## src/rtl/i2s_tx_pkg.sv

```systemverilog
package i2s_tx_pkg;
    typedef struct packed {
        logic ws_invert;
        logic ch_hold;
        logic dma_hold;
        logic dma_en;
    } tx_ctrl_t;

    localparam int CTRL_W = 4;
endpackage

```

## src/rtl/i2s_tx_fifo.sv

```systemverilog
module i2s_tx_fifo #(
    parameter int W     = 16,
    parameter int DEPTH = 8,
    localparam int AW   = (DEPTH > 1) ? $clog2(DEPTH) : 1,
    localparam int CW   = $clog2(DEPTH + 1)
) (
    input  logic          clk,
    input  logic          rst_n,
    input  logic          push,
    input  logic [W-1:0]  wdata,
    input  logic          pop,
    output logic [W-1:0]  rdata,
    output logic [CW-1:0] count,
    output logic          empty,
    output logic          full
);
    typedef struct packed {
        logic [AW-1:0] wr_ptr;
        logic [AW-1:0] rd_ptr;
        logic [CW-1:0] count;
    } fifo_st_t;

    fifo_st_t st_d, st_q;
    logic [W-1:0] mem_q [DEPTH];

    always_comb begin
        st_d = st_q;
        if (push) begin
            st_d.wr_ptr = (st_q.wr_ptr == AW'(DEPTH - 1)) ? '0 : st_q.wr_ptr + AW'(1);
        end
        if (pop) begin
            st_d.rd_ptr = (st_q.rd_ptr == AW'(DEPTH - 1)) ? '0 : st_q.rd_ptr + AW'(1);
        end
        st_d.count = st_q.count + CW'(push) - CW'(pop);
    end

    always_ff @(posedge clk) begin
        if (!rst_n) begin
            st_q <= '0;
        end else begin
            st_q <= st_d;
        end
    end

    always_ff @(posedge clk) begin
        if (push) begin
            mem_q[st_q.wr_ptr] <= wdata;
        end
    end

    assign rdata = mem_q[st_q.rd_ptr];
    assign count = st_q.count;
    assign empty = (st_q.count == '0);
    assign full  = (st_q.count == CW'(DEPTH));


    no_overflow_chk: assert property (@(posedge clk) disable iff (!rst_n)
        push |-> (st_q.count != CW'(DEPTH)));


    no_underflow_chk: assert property (@(posedge clk) disable iff (!rst_n)
        pop |-> (st_q.count != '0));
endmodule

```

## src/rtl/i2s_tx_dma_gate.sv

```systemverilog
module i2s_tx_dma_gate #(
    parameter int DEPTH = 8,
    localparam int CW   = $clog2(DEPTH + 1)
) (
    input  logic          clk,
    input  logic          rst_n,
    input  logic          en_nx,
    input  logic          hold_nx,
    input  logic          ack,
    input  logic          pop,
    input  logic [CW-1:0] count,
    output logic          req,
    output logic          push
);
    typedef struct packed {
        logic req;
    } gate_st_t;

    gate_st_t st_d, st_q;
    logic [CW:0] count_nx;

    always_comb begin
        push     = st_q.req & ack;
        count_nx = {1'b0, count} + (CW + 1)'(push) - (CW + 1)'(pop);
        st_d     = st_q;
        if (!en_nx) begin
            st_d.req = 1'b0;
        end else if (st_q.req && !ack) begin
            st_d.req = 1'b1;
        end else begin
            st_d.req = !hold_nx && (count_nx < (CW + 1)'(DEPTH));
        end
    end

    always_ff @(posedge clk) begin
        if (!rst_n) begin
            st_q <= '0;
        end else begin
            st_q <= st_d;
        end
    end

    assign req = st_q.req;


    req_needs_room_chk: assert property (@(posedge clk) disable iff (!rst_n)
        st_q.req |-> (count != CW'(DEPTH)));
endmodule

```

## src/rtl/i2s_tx_shifter.sv

```systemverilog
module i2s_tx_shifter #(
    parameter int W      = 16,
    localparam int CNT_W = $clog2(W)
) (
    input  logic         clk,
    input  logic         rst_n,
    input  logic         tick,
    input  logic         hold,
    input  logic         fifo_empty,
    input  logic [W-1:0] fifo_rdata,
    output logic         pop,
    output logic         sd,
    output logic         slot_right,
    output logic         bclk
);
    typedef struct packed {
        logic             running;
        logic             slot;
        logic [CNT_W-1:0] cnt;
        logic [W-1:0]     sr;
        logic             sd;
        logic             bclk;
    } sh_st_t;

    sh_st_t st_d, st_q;
    logic [W-1:0] load;

    always_comb begin
        st_d      = st_q;
        pop       = 1'b0;
        load      = fifo_empty ? '0 : fifo_rdata;
        st_d.bclk = !tick;
        if (tick) begin
            if (!st_q.running) begin
                st_d.sd = 1'b0;
                if (!hold) begin
                    st_d.running = 1'b1;
                    st_d.slot    = 1'b0;
                    st_d.cnt     = '0;
                    st_d.sr      = load;
                    pop          = !fifo_empty;
                end
            end else begin
                st_d.sd  = st_q.sr[W-1];
                st_d.sr  = st_q.sr << 1;
                st_d.cnt = st_q.cnt + CNT_W'(1);
                if (st_q.cnt == CNT_W'(W - 1)) begin
                    st_d.cnt = '0;
                    if (st_q.slot && hold) begin
                        st_d.running = 1'b0;
                    end else begin
                        st_d.slot = !st_q.slot;
                        st_d.sr   = load;
                        pop       = !fifo_empty;
                    end
                end
            end
        end
    end

    always_ff @(posedge clk) begin
        if (!rst_n) begin
            st_q         <= '0;
            st_q.slot    <= 1'b1;
            st_q.bclk    <= 1'b1;
        end else begin
            st_q <= st_d;
        end
    end

    assign sd         = st_q.sd;
    assign slot_right = st_q.slot;
    assign bclk       = st_q.bclk;


    pair_stop_chk: assert property (@(posedge clk) disable iff (!rst_n)
        $fell(st_q.running) |-> (st_q.slot && $past(st_q.cnt) == CNT_W'(W - 1)));


    pause_quiet_chk: assert property (@(posedge clk) disable iff (!rst_n)
        (!st_q.running && tick) |=> !st_q.sd);


    pause_ws_chk: assert property (@(posedge clk) disable iff (!rst_n)
        (!st_q.running && $past(!st_q.running)) |-> $stable(st_q.slot));
endmodule

```

## src/rtl/i2s_tx_path.sv

```systemverilog
module i2s_tx_path
    import i2s_tx_pkg::*;
#(
    parameter int SAMPLE_W = 16,
    parameter int DEPTH    = 8,
    localparam int CW      = $clog2(DEPTH + 1)
) (
    input  logic                clk,
    input  logic                rst_n,
    input  logic                ctl_we,
    input  logic [7:0]          ctl_wdata,
    output logic [7:0]          ctl_rdata,
    output logic                dma_req,
    input  logic                dma_ack,
    input  logic [SAMPLE_W-1:0] dma_data,
    input  logic                bit_tick,
    output logic                i2s_bclk,
    output logic                i2s_ws,
    output logic                i2s_sd
);
    tx_ctrl_t ctrl_d, ctrl_q;

    logic                push, pop;
    logic [SAMPLE_W-1:0] fifo_rdata;
    logic [CW-1:0]       fifo_count;
    logic                fifo_empty, fifo_full;
    logic                slot_right;

    always_comb begin
        ctrl_d = ctrl_q;
        if (ctl_we) begin
            ctrl_d = tx_ctrl_t'(ctl_wdata[CTRL_W-1:0]);
        end
    end

    always_ff @(posedge clk) begin
        if (!rst_n) begin
            ctrl_q <= '0;
        end else begin
            ctrl_q <= ctrl_d;
        end
    end

    i2s_tx_fifo #(.W(SAMPLE_W), .DEPTH(DEPTH)) u_fifo (
        .clk   (clk),
        .rst_n (rst_n),
        .push  (push),
        .wdata (dma_data),
        .pop   (pop),
        .rdata (fifo_rdata),
        .count (fifo_count),
        .empty (fifo_empty),
        .full  (fifo_full)
    );

    i2s_tx_dma_gate #(.DEPTH(DEPTH)) u_gate (
        .clk     (clk),
        .rst_n   (rst_n),
        .en_nx   (ctrl_d.dma_en),
        .hold_nx (ctrl_d.dma_hold),
        .ack     (dma_ack),
        .pop     (pop),
        .count   (fifo_count),
        .req     (dma_req),
        .push    (push)
    );

    i2s_tx_shifter #(.W(SAMPLE_W)) u_shift (
        .clk        (clk),
        .rst_n      (rst_n),
        .tick       (bit_tick),
        .hold       (ctrl_q.ch_hold),
        .fifo_empty (fifo_empty),
        .fifo_rdata (fifo_rdata),
        .pop        (pop),
        .sd         (i2s_sd),
        .slot_right (slot_right),
        .bclk       (i2s_bclk)
    );

    assign i2s_ws    = slot_right ^ ctrl_q.ws_invert;
    assign ctl_rdata = {1'b0, slot_right, fifo_full, fifo_empty, ctrl_q};


    abort_now_chk: assert property (@(posedge clk) disable iff (!rst_n)
        $fell(ctrl_q.dma_en) |-> !dma_req);


    inflight_keep_chk: assert property (@(posedge clk) disable iff (!rst_n)
        (dma_req && !dma_ack && !(ctl_we && !ctl_wdata[0])) |=> dma_req);


    idle_no_req_chk: assert property (@(posedge clk) disable iff (!rst_n)
        (!ctrl_q.dma_en) |-> !dma_req);
endmodule

```

## config.mk

```make
export PLATFORM = sky130hd
export DESIGN_NAME = i2s_tx_path
export DESIGN_NICKNAME = d
export VERILOG_FILES = /design/src/rtl/i2s_tx_pkg.sv /design/src/rtl/i2s_tx_fifo.sv /design/src/rtl/i2s_tx_dma_gate.sv /design/src/rtl/i2s_tx_shifter.sv /design/src/rtl/i2s_tx_path.sv
export SDC_FILE = /design/constraint.sdc
export NUM_CORES = 1
export LEC_CHECK = 0
export BUFFER_PORTS_ARGS = -buffer_cell sky130_fd_sc_hd__buf_2
export CORE_MARGIN = 2
export CORE_UTILIZATION = 47
export CTS_CLUSTER_DIAMETER = 150
export DETAILED_ROUTE_END_ITERATION = 10
export GPL_ROUTABILITY_DRIVEN = 0
export PLACE_DENSITY = 0.66
export SLEW_MARGIN = 15
export SYNTH_ARGS = -nofsm -noshare
export SYNTH_HDL_FRONTEND = slang
export SYNTH_SLANG_ARGS = --single-unit
```

## constraint.sdc

```tcl
create_clock -name clk -period 4.2 [get_ports clk]
set_input_delay 0.42 -clock clk [delete_from_list [all_inputs] [get_ports clk]]
set_output_delay 0.42 -clock clk [all_outputs]
set_load 0.05 [all_outputs]
```

# Word level (Yosys, flattened, before mapping)
# Memory sizes are Yosys's and may differ from the RTL's. A register that Yosys moved wholly into a read port is not among the register bits.
# Cells that the tools add are included.
# word_totals
regBits	39
latch_bits	0
mem_bits_rw	128
rom_bits	0
inputBits	29
output_inout_bits	12
elab_cells	64
mem_count	1
# mem_list
memory	words	width	rd	rd_clocked_by_memory_dff	wr	line	text
u_fifo.mem_q	8	16	1	1	1	i2s_tx_fifo.sv:24	logic [W-1:0] mem_q [DEPTH];
# op_classes
addsub	7
n_mul	0
div	0
n_lt_le_gt_ge	1
eq_ne	7
shift	0
muxes	20
bitwise	2
n_reduce_logical	12
# op_table
op	n
22-bit two-way mux	2
16-bit two-way mux	2
23-bit two-way mux	1
3-bit two-way mux	4
1-bit two-way mux	10
4-bit == test (second input constant)	2
3-bit by 1-bit adder with 3-bit output (second input constant)	2
3-bit == test (second input constant)	2
4-bit by 1-bit adder with 5-bit output	1
1-bit logical NOT	5
5-bit by 4-bit less-than comparator with 1-bit output (second input constant)	1
5-bit by 1-bit subtractor with 5-bit output	1
4-bit by 1-bit adder with 4-bit output	1
4-bit by 1-bit adder with 4-bit output (second input constant)	1
4-bit logical NOT	1
2-bit != test (second input constant)	2
2-bit AND reduction	2
4-bit AND reduction	1
4-bit by 1-bit subtractor with 4-bit output	1
1-bit logical AND	3
2-bit two-way mux	1
2-bit by 1-bit != test with 1-bit output (second input constant)	1
1-bit bitwise AND	1
1-bit XOR	1

# Depth between registers and ports, before layout
# Gate-level depths: netlist of the first run.
# depth
ltp_word	10
depth_mapped	15
depth_no_buf	14

# Hierarchy
# From an unflattened synthesis of the first run, not the netlist that was laid out.
# hier_totals
hier_cells	481
hier_area_um2	7400.8
# modules_own_cells
mod	instances	cells_per_inst	area_per_inst_um2	seq_area_each_um2
i2s_tx_fifo	1	262	5610.4	4103.9
i2s_tx_shifter	1	179	1425.1	480.5
i2s_tx_path	1	18	197.7	80.1
i2s_tx_dma_gate	1	22	167.7	20.0

# Worst setup path after synthesis of the first run
# OpenSTA, ideal clock, no wires.
# synth_timing
path_kind	reg2reg
start	register u_gate.st_q (netlist: u_gate.req)
end	memory u_fifo.mem_q[0][0], enable pin
arrival_time_ps	2578
path_slack_ps	1192
stages_incl_launch_ff	3
path_buffers	0
period_less_slack_ps	3008
path_cell_list	dfxtp_1 > nand2_1 > nor4_1
# synth_via
elab_chain_cells	3
# synth_rtl
element	line	text
start: declaration	i2s_tx_dma_gate.sv:19	gate_st_t st_d, st_q;
start signal: assignment	i2s_tx_dma_gate.sv:39	st_q <= st_d;
1-bit bitwise AND	i2s_tx_dma_gate.sv:23	push = st_q.req & ack;
1-bit two-way mux	i2s_tx_fifo.sv:46	if (push) begin
1-bit two-way mux (not written as such)	i2s_tx_fifo.sv:47	mem_q[st_q.wr_ptr] <= wdata;
end: declaration	i2s_tx_fifo.sv:24	
# No other way between the ends.

# Final worst setup path of the first run
# layout_timing
start	register u_fifo.st_q, in the netlist u_fifo.count[3]
end	register u_gate.st_q (netlist: u_gate.req)
# layout_via
elab_chain_cells	10
word_cells_on_any_way	12
classes_between	add/sub: 2; order compare: 1; mux: 6; reduce/logical: 3
# layout_rtl
element	line	text
start: declaration	i2s_tx_fifo.sv:23	fifo_st_t st_d, st_q;
start signal: assignment	i2s_tx_fifo.sv:41	st_q <= st_d;
4-bit logical NOT	i2s_tx_fifo.sv:53	assign empty = (st_q.count == '0);
1-bit logical NOT	i2s_tx_shifter.sv:41, i2s_tx_shifter.sv:54	
1-bit two-way mux	i2s_tx_shifter.sv:49	if (st_q.slot && hold) begin
1-bit two-way mux	i2s_tx_shifter.sv:47	if (st_q.cnt == CNT_W'(W - 1)) begin
1-bit two-way mux	i2s_tx_shifter.sv:34	if (!st_q.running) begin
1-bit two-way mux	i2s_tx_shifter.sv:33	if (tick) begin
5-bit by 1-bit subtractor with 5-bit output *	i2s_tx_dma_gate.sv:24	count_nx = {1'b0, count} + (CW + 1)'(push) - (CW + 1)'(pop);
5-bit by 4-bit less-than comparator with 1-bit output *	i2s_tx_dma_gate.sv:31	st_d.req = !hold_nx && (count_nx < (CW + 1)'(DEPTH));
1-bit logical AND *	i2s_tx_dma_gate.sv:31	
1-bit two-way mux *	i2s_tx_dma_gate.sv:28	end else if (st_q.req && !ack) begin
# Every way passes the cells marked *; elsewhere a longest branch is shown, timed or not.
# A chain may end at the register's enable or synchronous reset.

==> impl_metrics.yaml, run 1 <==
critical_path:
  path_max_fanout: 11
  timing_worst_setup_path_type: "flop to flop"
  arr_time_crit_path_ns: 3.53
  setup.reg_to_reg.worst_slack_ns: 0.99
  timing.critical_path.required_ns: 4.52
  critical_path.startpoint_type: "flop"
  worst_setup_path_end_kind: "flop"
synth:
  post_synth_fa_ha_maj_area_fraction: 0.0246
  synth_cell_types: 51
  synth-warning-count: 0
  synth_top_family_by_area: "multiplexers"
  synth_async_sr_flop_share: 0
  synth-edff-count: 128
  synth_compound_area_frac: 0.0700
  synth.cell_area_mm2: 0.00691
  synth.yosys.seq_area_share: 0.678
  ys_dominant_reg_cell: "sky130_fd_sc_hd__edfxtp_1"
  mean_syn_cell_area_um2: 15.7
  synth.mux.area_fraction: 0.127
  post_synth_and_or_nand_nor_area_fraction: 0.0662
  synth-seq-cells: 170
  post_syn_instances: 439
  synth_xor_area_frac: 0.00380
  syn_nets: 481
drt:
  final_antenna_net_count: 0
  vias_per_cell: 5.58
  total_detailed_routing_wirelength_um: 13000
  drt_pre_antenna_iters: 5
  remaining_drc_errors: 0
  wl_per_cell_um: 19.4
  vias: 3743
  drt-initial-drc-count: 388
finish:
  finish.net_count: 517
  area_growth_syn_to_layout_pct: 13.1
  stdcell_count: 671
  antennaDiodeCount: 0
  finish.utilization: 0.542
  final_cell_mix: "sky130_fd_sc_hd__edfxtp_1 (128), sky130_fd_sc_hd__dfxtp_1 (41), sky130_fd_sc_hd__buf_2 (35), sky130_fd_sc_hd__nor2_1 (28), sky130_fd_sc_hd__mux4_2 (24)"
  drive_gt1_frac: 0.244
  layout.cells.most_common: "sky130_fd_sc_hd__edfxtp_1"
sta:
  worstMarginPinSlew_ns: 1.09
  final.period_utilization: 0.764
  grt_setup_unrepaired: "no"
  slew_violations: 0
  achievable-frequency_ghz: 0.312
  hold_slack_ns: 0.254
  final-setup-viol-count: 0
  fin_setup_tns_ns: 0
  relSlewSlack: 0.272
  layout_min_cycle_time_ns: 3.21
  hold_viol: 0
  fin_worst_skew_ns: 0.00677
clocking:
  clk_pin_slew_ns: 0.06
  cts_tree: "yes"
  number_of_buffers_added_by_the_clock_tree_synthesis_step: 17
  htree_num_levels: 4
  numClockSinks: 170
  clockRootBuffer: "sky130_fd_sc_hd__clkbuf_16"
  cts_resized: 0
  postCtsSetupBuffers: 0
  clk_latency_ns: 0.43
  longest_clk_path_bufs: 2
  hold_bufs_inserted_after_cts: 0
die:
  initial_core_util: 0.479
  standard_cell_row_count: 44
  die_h_um: 125
  num_io_pins: 41
  die_width_um: 125
  fp.dieArea_mm2: 0.0157
  design.core.area_mm2: 0.0144
global_route:
  first_pass_grt_wire_length_um: 20800
  first_global_vias: 3819
  global_route.usage.total: 0.178
  groute.layer.met1.usage: 0.225
  globalRouteOverflowTotal: 0
  grtUsageMet3: 0.0531
  maximum_number_of_pins_on_one_net_before_global_route_repair: 34
  grt_most_used_layer: "met2"
  global_route_met2_utilization: 0.292
  grt_antenna_before_repair: 0
power_and_ir_drop:
  power_frac_clock: 0.363
  share_seq_of_total_power: 0.490
  netSwitchingFraction: 0.266
  overall_power_mw: 4.01
  share_comb_of_total_power: 0.147
  cellPowerDensity_mw_per_mm2: 512
  irDropWorstVdd_mv: 0.299
  power.internal_mw: 2.94
  total_leakage_power_nw: 2.64
  total_switching_power_mw: 1.06
status:
  run_status: "completed"
placed_design:
  placedCellCount: 640
  port_buffers: 35
  dp.final_hpwl_um: 7840
worst_hold_path:
  hold_path_class: "input port to flop"
job:
  maxCapViolations: 0
synth_stat cells, drive strengths merged (10+ instances only):
master,instances,share of area
clkbuf,18,0.0098
nor2,28,0.015
edfxtp,128,0.56
o21ai,17,0.012
mux2i,13,0.019
nand2,15,0.0081
a21oi,11,0.0080
inv,10,0.0054
buf,13,0.015
ha,12,0.022
dfxtp,42,0.12
mux4,28,0.093
nand3,12,0.0087
state kept, by name, indices dropped and copies added (netlist names), named ones only:
| signal | cells |
|---|---|
| ctl_rdata | 4 |
| u_fifo.count | 4 |
| u_fifo.mem_q | 128 |
| u_fifo.st_q | 6 |
| u_gate.req | 1 |
| u_shift.bclk | 1 |
| u_shift.sd | 1 |
| u_shift.slot_right | 1 |
| u_shift.st_q | 21 |
layout make-up:
class,instances,area [um^2]
clock buffer,18,429
timing repair buffer,48,273
inverter,10,37.5
tap,184,230
fill,1161,6600
clock inverter,13,120
sequential,170,4690
multi-input combinational,228,2050
path summary, 6_finish.rpt:
| path | from | to | depth (start not counted) |
|---|---|---|---|
| worst max-delay path | u_fifo.count[3] | u_gate.req | 15 |
| worst min-delay path | ctl_wdata[3] | ctl_rdata[3] | 3 |
| worst max register to register | u_fifo.count[3] | u_gate.req | 15 |
| worst min register to register | u_shift.sd | u_shift.sd | 2 |
worst max-delay path: stages (launching register included):
cell and delay, ns:
sky130_fd_sc_hd__dfxtp_1 0.32, sky130_fd_sc_hd__inv_1 0.11, sky130_fd_sc_hd__ha_1 0.16, sky130_fd_sc_hd__nor3b_1 0.44
sky130_fd_sc_hd__a211oi_1 0.09, sky130_fd_sc_hd__buf_4 0.22, sky130_fd_sc_hd__and2_1 0.22, sky130_fd_sc_hd__ha_1 0.29
sky130_fd_sc_hd__inv_1 0.06, sky130_fd_sc_hd__ha_1 0.16, sky130_fd_sc_hd__inv_1 0.05, sky130_fd_sc_hd__fa_1 0.38
sky130_fd_sc_hd__nand2b_1 0.16, sky130_fd_sc_hd__a21oi_1 0.16, sky130_fd_sc_hd__xnor2_1 0.08, sky130_fd_sc_hd__a31o_1 0.20
per-layer routing:
metal | vias up | part of all wire
met5 | - | 0
met4 | 0 | 0.016
met3 | 16 | 0.048
met2 | 88 | 0.50
met1 | 1862 | 0.44
li1 | 1777 | -
stage by stage:
step	instance area, um^2	worst slack, ns
floorplan	6910	1.19
CTS	7820	0.966
detailed placement	7270	1.00
global placement	7270	1.07
global route	7820	0.742
finish	7820	0.992
kinds of logic (layout without fill, tap and decap cells):
| family | count (synthesis) | after routing |
|---|---|---|
| AND/OR/NAND/NOR | 92 | 92 |
| XOR/XNOR | 3 | 3 |
| adder cells (fa/ha/maj) | 13 | 13 |
| flip-flops | 170 | 170 |
| multiplexers | 50 | 50 |
| buffers and inverters | 41 | 89 |
| other | 1 | 1 |
| AO/OA/AOI/OAI | 69 | 69 |
power by group through the flow:
| stage | combinational [mW] | sequential, mW | clock, mW |
|---|---|---|---|
| after global placement | 0.574 | 1.99 | 0 |
| after global routing | 0.648 | 1.97 | 1.57 |
| final | 0.589 | 1.96 | 1.45 |
| after detailed placement | 0.588 | 2.00 | 0 |
| after CTS | 0.593 | 1.96 | 1.49 |
| after floorplan | 0.493 | 1.96 | 0 |
Power figures use the tool's default switching activity.
==> run 2: changes to the inputs <==
- PLACE_DENSITY: 0.66 -> 0.69
- clock period: 4.2 -> 2.7 ns (I/O delays scaled with it)
==> run 2 against run 1 <==
Against the previous run: final cell count increased by 2.7%; maximum frequency is 23% higher; combinational power rose by 100%; cell area up 3.2%; sequential cell count stayed put; hold slack got worse by 0.17 ns; routed wire length increased by 1.9%; register-to-register slack worse by 0.91 ns; utilization increased by 1.7 points; sequential power up 54%; highest routed layer unchanged.
==> impl_metrics.yaml, run 2 (synthesis results as in run 1) <==
status:
  run_status: "completed"
die:
  die_h_um: 125
  die_width_um: 125
  initial_core_util: 0.479
  design.core.area_mm2: 0.0144
  standard_cell_row_count: 44
  fp.dieArea_mm2: 0.0157
  num_io_pins: 41
drt:
  total_detailed_routing_wirelength_um: 13200
  vias_per_cell: 5.63
  drt-initial-drc-count: 312
  final_antenna_net_count: 0
  vias: 3876
  remaining_drc_errors: 0
  drt_pre_antenna_iters: 4
  wl_per_cell_um: 19.2
finish:
  layout.cells.most_common: "sky130_fd_sc_hd__edfxtp_1"
  post-route-cell-area_mm2: 0.00807
  largest_registers: "u_fifo.mem_q (128), u_shift.st_q (21), u_fifo.st_q (6)"
  area_growth_syn_to_layout_pct: 16.8
  largest_reg_flops: 128
  sequential_cell_area_mm2: 0.00469
  antennaDiodeCount: 0
  stdcell_count: 689
  regMostFlops: "u_fifo.mem_q"
  fillerInstances: 1128
  multiInputGateArea_mm2: 0.00214
  drive_gt1_frac: 0.299
  final_cell_mix: "sky130_fd_sc_hd__edfxtp_1 (128), sky130_fd_sc_hd__dfxtp_1 (39), sky130_fd_sc_hd__buf_2 (35), sky130_fd_sc_hd__buf_4 (29), sky130_fd_sc_hd__nor2_1 (28)"
  finish.net_count: 534
  finish.utilization: 0.560
clocking:
  clk_latency_ns: 0.42
  clockRootBuffer: "sky130_fd_sc_hd__clkbuf_16"
  longest_clk_path_bufs: 2
  htree_num_levels: 4
  number_of_buffers_added_by_the_clock_tree_synthesis_step: 17
  numClockSinks: 170
  clk_pin_slew_ns: 0.06
  hold_bufs_inserted_after_cts: 0
  cts_tree: "yes"
sta:
  fin_worst_skew_ns: 0.00518
  hold_slack_ns: 0.0851
  slew_violations: 0
  final.period_utilization: 0.969
  hold_viol: 0
  achievable-frequency_ghz: 0.382
  worstMarginPinSlew_ns: 0.819
  final-setup-viol-count: 0
  fin_setup_tns_ns: 0
  relSlewSlack: 0.454
  layout_min_cycle_time_ns: 2.62
  least_setup_slack_across_all_paths_after_layout_ns: 0.0847
placed_design:
  dp.final_hpwl_um: 8240
  post-place-ws_ns: -0.0578
  port_buffers: 35
  dpl_cell_area_mm2: 0.00741
  placedCellCount: 654
global_route:
  global_route.usage.total: 0.178
  grt_antenna_before_repair: 0
  globalRouteOverflowTotal: 0
  first_pass_grt_wire_length_um: 21300
  maximum_number_of_pins_on_one_net_before_global_route_repair: 35
  first_global_vias: 3945
critical_path:
  worst_setup_path_end_kind: "flop"
  arr_time_crit_path_ns: 2.93
  timing.critical_path.required_ns: 3.01
  path_max_fanout: 3
  timing_worst_setup_path_type: "flop to flop"
  critical_path.startpoint_type: "flop"
power_and_ir_drop:
  overall_power_mw: 6.48
  cellPowerDensity_mw_per_mm2: 803
  share_comb_of_total_power: 0.182
  total_leakage_power_nw: 2.74
  total_switching_power_mw: 1.68
  netSwitchingFraction: 0.260
  share_seq_of_total_power: 0.465
  power_frac_clock: 0.353
  irDropWorstVdd_mv: 0.489
  power.internal_mw: 4.80
job:
  maxCapViolations: 0
worst_hold_path:
  hold_path_class: "input port to flop"
run 2: changes by cell type in the layout (fill, tap and decap cells not counted), moves of 2 or more:
cell	delta
sky130_fd_sc_hd__inv_1	-4
sky130_fd_sc_hd__ha_1	-4
sky130_fd_sc_hd__ha_4	+4
sky130_fd_sc_hd__buf_4	+16
sky130_fd_sc_hd__dfxtp_2	+2
sky130_fd_sc_hd__inv_6	-3
sky130_fd_sc_hd__dfxtp_1	-2
sky130_fd_sc_hd__clkinv_1	+3
sky130_fd_sc_hd__inv_2	+4
run 2: worst paths after layout:
path / startpoint / to / slack, ns / depth (start not counted)
max: u_fifo.count[3] / u_gate.req / 0.08 / 14
max reg2reg: u_fifo.count[3] / u_gate.req / 0.08 / 14
min: ctl_wdata[3] / ctl_rdata[3] / 0.09 / 3
min reg2reg: u_shift.sd / u_shift.sd / 0.47 / 2
run 2: what timing repair did:
action | CTS | global route
endpoints found under the setup margin | 1 | 1
pin swaps | 1 | 6
gates resized for setup | 2 | 16
buffers inserted | 0 | 3
run 2: power by group through the flow:
| stage | Combinational (mW) | Clock, mW | Sequential (mW) |
|---|---|---|---|
| after floorplan | 0.779 | 0 | 3.04 |
| after global placement | 1.01 | 0 | 3.05 |
| after detailed placement | 1.06 | 0 | 3.06 |
| after CTS | 1.08 | 2.34 | 3.00 |
| after global routing | 1.28 | 2.45 | 3.03 |
| final | 1.18 | 2.29 | 3.02 |
run 2: critical path, stage by stage, from the launching register on:
cell                       delay, ns
sky130_fd_sc_hd__dfxtp_2        0.34
sky130_fd_sc_hd__inv_2          0.07
sky130_fd_sc_hd__ha_4           0.16
sky130_fd_sc_hd__nor3b_4        0.15
sky130_fd_sc_hd__a211oi_2       0.24
sky130_fd_sc_hd__and2_4         0.20
sky130_fd_sc_hd__ha_4           0.19
sky130_fd_sc_hd__inv_2          0.06
sky130_fd_sc_hd__ha_4           0.12
sky130_fd_sc_hd__inv_2          0.04
sky130_fd_sc_hd__fa_2           0.39
sky130_fd_sc_hd__nand2b_4       0.15
sky130_fd_sc_hd__a21oi_2        0.14
sky130_fd_sc_hd__xnor2_1        0.08
sky130_fd_sc_hd__a31o_1         0.18
run 2: cell type report:
class                   instances  area share
multi-input cells             228       0.265
inverters                      10     0.00465
repair buffers                 65      0.0512
well taps                     184      0.0285
clock buffers                  18      0.0532
flip-flops and latches        170       0.581
clock inverters                14      0.0163
run 2: metal layers:
metal  GRT usage  part of all wire  vias to the layer above
li1            -                 -                     1823
met1       0.226              0.43                     1934
met2       0.299              0.51                      102
met3      0.0466             0.048                       17
met4      0.0627             0.016                        0
met5           0                 0                        -
==> run 3: changes to the inputs <==
- REMOVE_ABC_BUFFERS: not set -> 1
==> run 3 against run 2 <==
Against the previous run: routed wire length increased by 3.8%; worst setup slack improved by 0.078 ns; final cell count increased by 0.73%; utilization increased by 0.22 points; combinational power increased by 7%; critical path type unchanged; largest power group unchanged; highest routed layer unchanged.
==> impl_metrics.yaml, run 3 (synthesis results as in run 1) <==
status:
  run_status: "completed"
power_and_ir_drop:
  cellPowerDensity_mw_per_mm2: 822
  total_switching_power_mw: 1.85
  power.internal_mw: 4.81
  power_frac_clock: 0.363
  overall_power_mw: 6.66
  share_seq_of_total_power: 0.448
  irDropWorstVdd_mv: 0.455
  total_leakage_power_nw: 2.79
  netSwitchingFraction: 0.278
  share_comb_of_total_power: 0.189
global_route:
  first_global_vias: 4040
  grt_antenna_before_repair: 0
  first_pass_grt_wire_length_um: 21900
  maximum_number_of_pins_on_one_net_before_global_route_repair: 35
  global_route.usage.total: 0.184
  globalRouteOverflowTotal: 0
critical_path:
  worst_r2r_startpoint: "u_fifo.count[2]"
  timing_worst_setup_path_type: "flop to flop"
  timing.critical_path.required_ns: 3.02
  path_max_fanout: 2
  critical_path.startpoint_type: "flop"
  worst_setup_path_end_kind: "flop"
  r2r_end: "u_gate.req"
  reg2regPathDepth: 14
  arr_time_crit_path_ns: 2.86
  startpoint: "u_fifo.count[2]"
  crit_path_end: "u_gate.req"
  setup.reg_to_reg.worst_slack_ns: 0.16
clocking:
  clk_pin_slew_ns: 0.07
  htree_num_levels: 4
  clockRootBuffer: "sky130_fd_sc_hd__clkbuf_16"
  hold_bufs_inserted_after_cts: 0
  number_of_buffers_added_by_the_clock_tree_synthesis_step: 17
  cts_tree: "yes"
  numClockSinks: 170
  clk_latency_ns: 0.43
  longest_clk_path_bufs: 2
finish:
  largest_reg_flops: 128
  finish.net_count: 539
  regMostFlops: "u_fifo.mem_q"
  layout.cells.most_common: "sky130_fd_sc_hd__edfxtp_1"
  antennaDiodeCount: 0
  stdcell_count: 694
  final_cell_mix: "sky130_fd_sc_hd__edfxtp_1 (128), sky130_fd_sc_hd__dfxtp_1 (39), sky130_fd_sc_hd__buf_2 (35), sky130_fd_sc_hd__buf_4 (34), sky130_fd_sc_hd__nor2_1 (28)"
  area_growth_syn_to_layout_pct: 17.2
  largest_registers: "u_fifo.mem_q (128), u_shift.st_q (21), u_fifo.st_q (6)"
  drive_gt1_frac: 0.308
sta:
  grt_setup_unrepaired: "no"
  final-setup-viol-count: 0
  achievable-frequency_ghz: 0.394
  least_setup_slack_across_all_paths_after_layout_ns: 0.163
  hold_slack_ns: 0.0781
  slew_violations: 0
  layout_min_cycle_time_ns: 2.54
  fin_setup_tns_ns: 0
  fin_worst_skew_ns: 0.00872
  final.period_utilization: 0.940
  relSlewSlack: 0.418
  worstMarginPinSlew_ns: 0.873
  hold_viol: 0
drt:
  total_detailed_routing_wirelength_um: 13700
  remaining_drc_errors: 0
  drt_pre_antenna_iters: 4
  drt-initial-drc-count: 296
  final_antenna_net_count: 0
  vias_per_cell: 5.77
  wl_per_cell_um: 19.8
  vias: 4002
die:
  fp.dieArea_mm2: 0.0157
  initial_core_util: 0.479
  num_io_pins: 41
  standard_cell_row_count: 44
  die_width_um: 125
  design.core.area_mm2: 0.0144
  die_h_um: 125
worst_hold_path:
  hold_path_class: "input port to flop"
placed_design:
  placedCellCount: 656
  post-place-ws_ns: -0.0668
  dp.final_hpwl_um: 8080
  port_buffers: 35
job:
  maxCapViolations: 0
## run 3: cell count changes in the layout (fill, tap and decap cells not counted), sizes merged
cell and change:
bufinv -1, clkinvlp -3, clkbuf -1, inv +12
buf +5, clkinv -7
## run 3: stage by stage
stage | cell area (um^2) | util
after floorplan | 6740 | -
after global placement | 7400 | 0.513
after detailed placement | 7400 | 0.513
after CTS | 8060 | 0.559
after global routing | 8100 | 0.562
final | 8100 | 0.562
## run 3: cell type report
type | instances | area (um^2)
clock buffers | 17 | 425
clock inverters | 15 | 165
fillers | 1126 | 6320
inverters | 10 | 37.5
multi-input cells | 228 | 2110
flip-flops and latches | 170 | 4690
well taps | 184 | 230
repair buffers | 70 | 450
## run 3: worst min path at each step
| stage | from | to | cells after the start |
|---|---|---|---|
| floorplan | bit_tick | u_shift.bclk | 1 |
| global placement | u_shift.sd | u_shift.sd | 2 |
| detailed placement | u_fifo.st_q[5] | flop | 2 |
| CTS | ctl_wdata[2] | ctl_rdata[2] | 3 |
| global route | ctl_wdata[2] | ctl_rdata[2] | 3 |
| finish | ctl_wdata[2] | ctl_rdata[2] | 3 |
## run 3: timing repair
action	4_1_cts	5_1_grt
gates resized for setup	12	5
hold endpoints to repair	0	0
buffers inserted	4	2
endpoints found under the setup margin	1	1
pin swaps	7	5
## run 3: layer usage
metal	wire length [um]	track usage	share of wire
met3	632	0.0484	0.046
met5	0	0	0
met4	351	0.0837	0.026
met2	6940	0.305	0.50
met1	5820	0.227	0.42
## run 3: power groups by stage
stage	registers [mW]	logic, mW	clock network [mW]
after global routing	3.00	1.37	2.56
after CTS	2.98	1.19	2.45
final	2.99	1.26	2.42
after detailed placement	3.03	1.08	0
after floorplan	3.10	0.642	0
after global placement	3.02	1.05	0
## run 3: worst max-delay path: stages, from the launching register on
cell and delay [ns]:
sky130_fd_sc_hd__dfxtp_2 0.34, sky130_fd_sc_hd__inv_2 0.04, sky130_fd_sc_hd__ha_1 0.18, sky130_fd_sc_hd__nor3b_4 0.15
sky130_fd_sc_hd__a211oi_2 0.23, sky130_fd_sc_hd__and2_4 0.18, sky130_fd_sc_hd__ha_1 0.23, sky130_fd_sc_hd__inv_2 0.07
sky130_fd_sc_hd__ha_4 0.12, sky130_fd_sc_hd__inv_2 0.03, sky130_fd_sc_hd__fa_2 0.34, sky130_fd_sc_hd__nand2b_4 0.16
sky130_fd_sc_hd__a21oi_4 0.12, sky130_fd_sc_hd__xnor2_1 0.07, sky130_fd_sc_hd__a31o_1 0.18
